$ cat src/rtl/tmc_pkg.sv
package tmc_pkg;
  localparam int REQ_W = 3;

  typedef enum logic [REQ_W-1:0] {
    MODE_NORMAL = 3'd0,
    MODE_DRIVE0 = 3'd1,
    MODE_DRIVE1 = 3'd2,
    MODE_FLOAT  = 3'd3,
    MODE_QUIET  = 3'd4,
    MODE_CLKBYP = 3'd5,
    MODE_CLKMON = 3'd6,
    MODE_SPARE  = 3'd7
  } tmMode_e;

  typedef struct packed {
    logic drvLow;
    logic drvHigh;
    logic floatAll;
    logic quiet;
    logic clkBypass;
    logic clkMonitor;
  } tmStrobe_t;
endpackage

$ cat src/rtl/tmc_padpath.sv
module tmc_padpath
  import tmc_pkg::*;
#(
  parameter int PAD_W        = 8,
  parameter int MON_CLK_BIT  = 0,
  parameter int MON_LOCK_BIT = 1
) (
  input  tmStrobe_t        strobe,
  input  logic [PAD_W-1:0] coreOut,
  input  logic [PAD_W-1:0] coreOe,
  input  logic             pllClk,
  input  logic             pllLock,
  input  logic             extClk,
  output logic [PAD_W-1:0] padOut,
  output logic [PAD_W-1:0] padOe,
  output logic             padPullEn,
  output logic             senseAmpDis,
  output logic             pllDis,
  output logic             coreClk
);
  logic floatNow;

  assign floatNow    = strobe.floatAll | strobe.quiet;
  assign padPullEn   = ~floatNow;
  assign senseAmpDis = strobe.quiet;
  assign pllDis      = strobe.quiet;
  assign coreClk     = strobe.clkBypass ? extClk : pllClk;

  for (genvar i = 0; i < PAD_W; i++) begin : g_pad
    logic monBit;
    logic monVal;
    if (i == MON_CLK_BIT) begin : g_clk
      assign monBit = 1'b1;
      assign monVal = pllClk;
    end else if (i == MON_LOCK_BIT) begin : g_lock
      assign monBit = 1'b1;
      assign monVal = pllLock;
    end else begin : g_none
      assign monBit = 1'b0;
      assign monVal = 1'b0;
    end

    always_comb begin
      if (floatNow) begin
        padOut[i] = 1'b0;
        padOe[i]  = 1'b0;
      end else if (strobe.drvLow) begin
        padOut[i] = 1'b0;
        padOe[i]  = 1'b1;
      end else if (strobe.drvHigh) begin
        padOut[i] = 1'b1;
        padOe[i]  = 1'b1;
      end else if (strobe.clkMonitor && monBit) begin
        padOut[i] = monVal;
        padOe[i]  = 1'b1;
      end else begin
        padOut[i] = coreOut[i];
        padOe[i]  = coreOe[i];
      end
    end
  end
endmodule

$ cat config.mk
export PLATFORM = sky130hd
export DESIGN_NAME = tmc_padpath
export DESIGN_NICKNAME = d
export VERILOG_FILES = /design/src/rtl/tmc_pkg.sv /design/src/rtl/tmc_padpath.sv
export SDC_FILE = /design/constraint.sdc
export NUM_CORES = 1
export LEC_CHECK = 0
export BUFFER_PORTS_ARGS = -buffer_cell sky130_fd_sc_hd__buf_2
export CAP_MARGIN = 20
export CORE_AREA = 2 2 39 41
export DETAILED_ROUTE_END_ITERATION = 10
export DIE_AREA = 0 0 41 43
export SLEW_MARGIN = 20
export SYNTH_ARGS = -nofsm -noshare
export SYNTH_HDL_FRONTEND = slang
export SYNTH_SLANG_ARGS = --single-unit
$ cat constraint.sdc
create_clock -name vclk -period 1.1
set_input_delay 0 -clock vclk [all_inputs]
set_output_delay 0 -clock vclk [all_outputs]
set_load 0.01 [all_outputs]
## Word-level counts from Yosys, hierarchy flattened

Cells that the tools add are included.

- Mux-type cells: 53
- Bitwise operators: 2

Operators by type and width:

| kind | count |
|---|---|
| 1-bit 2-to-1 mux | 53 |
| 1-bit NOT | 1 |
| 1-bit bitwise OR | 1 |

- Flip-flop bits (word level): 0
- Input port bits: 25
- Output and inout port bits: 20

## Longest topological paths before layout

- Depth after elaboration: 4
- Depth in mapped cells: 4
- Depth with buffers taken out: 2

## Worst setup path before layout

Ideal clock, no wire load.

- Kind: input port to output port
- From: input strobe[4] (netlist bit)
- To: output padOe[0]
- Data arrival time: 0.711 ns
- Data required time: 1.100 ns
- Slack: 0.389 ns
- Stages: 4
- Path buffers: 2
- Cells stage by stage: buf_6 -> or2_0 -> buf_6 -> o31a_1

- Word-level cells in the longest chain between the ends: 3

Ends and longest elaborated chain:

| what | RTL line | text |
|---|---|---|
| from (decl) | tmc_padpath.sv:8 | `input tmStrobe_t strobe,` |
| 1-bit 2-to-1 mux | tmc_padpath.sv:50 | `end else if (strobe.drvHigh) begin` |
| 1-bit 2-to-1 mux | tmc_padpath.sv:47 | `end else if (strobe.drvLow) begin` |
| 1-bit 2-to-1 mux | tmc_padpath.sv:44 | `if (floatNow) begin` |
| to (decl) | tmc_padpath.sv:15 | `output logic [PAD_W-1:0] padOe,` |

Every way passes these cells.

## Final worst setup path

- From: input strobe[4] (netlist bit)
- To: output padOe[1]

The elaborated chain is that of the path after synthesis.

==> impl_summary.log <==
INFO  metric setup.worst_path.class = primary input to output pin
INFO  metric synthTopCellsByCount = o21a_1, mux2_2, buf_4, buf_6, o31a_1
INFO  metric synthesis.area = about 220 µm²
INFO  metric netlist-cell-type-count = 8
INFO  metric ant_nets = 0
INFO  metric floorplan.initialDensity = between 10% and 20%
INFO  metric rsz_0062_raised_after_global_routing = no
INFO  metric setup_total_negative_slack = 0 ns
INFO  metric synthMostInstantiatedCell = o21a_1
INFO  metric setup_viol = 0
INFO  metric antennaDiodeCount = 0
INFO  metric pwr_density_cell = ~350 mW/mm²
INFO  metric tightestPinTransition = 0.393 ns
INFO  metric layout.cells.non_filler = between 80 and 90
INFO  metric post_drt_wl_per_cell = slightly below 9 µm
INFO  metric cts.hold.buffers_added = 0
INFO  metric cts_repair_resize_count = 0
INFO  metric synth_top_area_cell = o21a_1
INFO  metric hold-path-endpoint = pllDis
INFO  metric global_route_wire_length_before_repair = approximately 940 µm
INFO  metric holdPathStages = 2
INFO  metric max_cap_viol_count = 0
INFO  metric ys_seq_area_share = 0%
INFO  metric total_via_count_after_detailed_routing = around 340
INFO  metric numSequentialCells = 0
INFO  metric min_period = around 0.91 ns
INFO  metric grt_pass1_vias = 250
INFO  metric post-route-period-util = between 80% and 90%
INFO  metric row_count = 14
INFO  metric cts_setup_buffers = 0
INFO  metric core-area = approximately 0.0014 mm²
INFO  metric place.detailed.instances = 84
INFO  metric boundaryPins = 45
INFO  metric arrival = between 0.9 and 1 ns
INFO  metric antenna_found_initial = 0
INFO  metric io_buffers = 45
INFO  metric grtUsageTotal = 6.99%
INFO  metric syn-instance-count = 26
INFO  metric drc_marker_count_from_the_first_detailed_route_iteration = 3
INFO  metric fraction_of_final_layout_cells_sized_beyond_drive_strength_1 = 75.0%
INFO  metric place.detailed.hpwl = about 670 µm
INFO  metric vias_per_cell = slightly above 4
INFO  metric grt_start_max_net_pins = 10
INFO  metric post_synth_main_area_contributors = o21a_1, mux2_2, buf_6, o31a_1, buf_4
INFO  metric totalWireLength = 740 µm
INFO  metric drt_first_pass_iters = 2
INFO  metric post_synth.cell_area_avg = around 8.3 µm²
INFO  metric worst-path-max-fanout = 9
INFO  metric die-area = around 0.0018 mm²
INFO  metric flow.area_growth_from_synthesis = 99.4%
INFO  metric layout.clock_buffers = 0
INFO  metric rd_place_congestion = a little over 0.6
INFO  metric min_path_type = primary input to output pin
INFO  metric critical_path_required = roughly 1.1 ns
INFO  metric area_share_of_the_largest_cell_type_after_synthesis = roughly 50%
INFO  metric hold_start = strobe[2]
INFO  metric timing.critical_path.to_type = output pin
INFO  metric detail_route.drc_violations = 0
INFO  metric slew-limit-headroom = between 70% and 80%
INFO  metric die_height = ~43 µm
INFO  metric overflow = 0
INFO  metric run_status = completed
INFO  metric fill_cell_total_of_the_finished_layout = 167
INFO  metric synth_warnings = 0
INFO  metric nets = 95
INFO  metric final_hold_viol_count = 0
INFO  metric seq_area = 0 µm²
INFO  metric clock.fmax = approximately 1100 MHz
INFO  metric leakagePower = about 0.25 nW
INFO  metric maximum_vdd_ir_drop = approximately 0.094 mV
INFO  metric timing.critical_path.from_type = primary input
INFO  metric synth.net_count = between 50 and 60
INFO  metric fp.dieW = 41 µm
INFO  metric number_of_pins_with_negative_max_slew_slack_in_the_final_report = 0
-- per-stage QoR --
| stage | setup slack (ns) | power [W] | hold slack (ns) | cell area, µm² | util (%) |
|---|---|---|---|---|---|
| floorplan | 0.389 | 0.0000791 | 0.0565 | 216 | - |
| global placement | 0.187 | 0.000150 | 0.247 | 432 | 31.2 |
| detailed placement | 0.175 | 0.000153 | 0.254 | 432 | 31.2 |
| CTS | 0.172 | 0.000153 | 0.253 | 432 | 31.2 |
| global route | 0.121 | 0.000166 | 0.270 | 432 | 31.2 |
| finish | 0.192 | 0.000150 | 0.249 | 432 | 31.2 |
-- cell usage in the layout (no fill, tap or decap) --
cell type | netlist | layout
mux2_2 | 3 | 3
o31a_1 | 2 | 2
nor3_2 | 1 | 1
buf_2 | 0 | 45
or2_0 | 1 | 1
nor2_2 | 1 | 1
o21a_1 | 14 | 14
buf_4 | 2 | 1
-- metal layers --
layer / GRT usage (%) / share of wire (%)
met5: 0 / 0
met4: 0 / 0
met3: 1.05 / 16
met2: 13.8 / 44
met1: 7.59 / 39
-- worst max-delay path, stage by stage --
cell and delay (ns):
buf_2 0.15, or2_0 0.34, o31a_1 0.28, buf_2 0.14
-- cells by family after synthesis --
| logic type | after synthesis | synth area share (%) |
|---|---|---|
| AO/OA/AOI/OAI | 16 | 56.6 |
| buffers and inverters | 4 | 17.3 |
| multiplexers | 3 | 15.6 |
| AND/OR/NAND/NOR | 3 | 10.4 |
-- power by group --
part	switching (W)	total, W	leakage (nW)	internal, W
sequential	0	0	0	0
clock	0	0	0	0
combinational	0.0000688	0.000150	0.255	0.0000816
total	0.0000688	0.000150	0.255	0.0000816
-- final cells by class --
type / instances / area, µm² / share of cell area [%]
Timing Repair Buffer: 46 / 233 / 53.9
Tap cell: 16 / 20.0 / 4.64
Multi-Input combinational cell: 22 / 179 / 41.4
-- how the worst max path moves through the flow --
stage                    from        to  slack [ns]  cells after the start
floorplan           strobe[4]  padOe[0]        0.39                      4
global placement    strobe[4]  padOe[0]        0.19                      4
detailed placement  strobe[4]  padOe[1]        0.17                      4
CTS                 strobe[4]  padOe[1]        0.17                      4
global route        strobe[4]  padOe[1]        0.12                      4
finish              strobe[4]  padOe[1]        0.19                      4
Note: power is estimated with default switching activity, not from simulation.
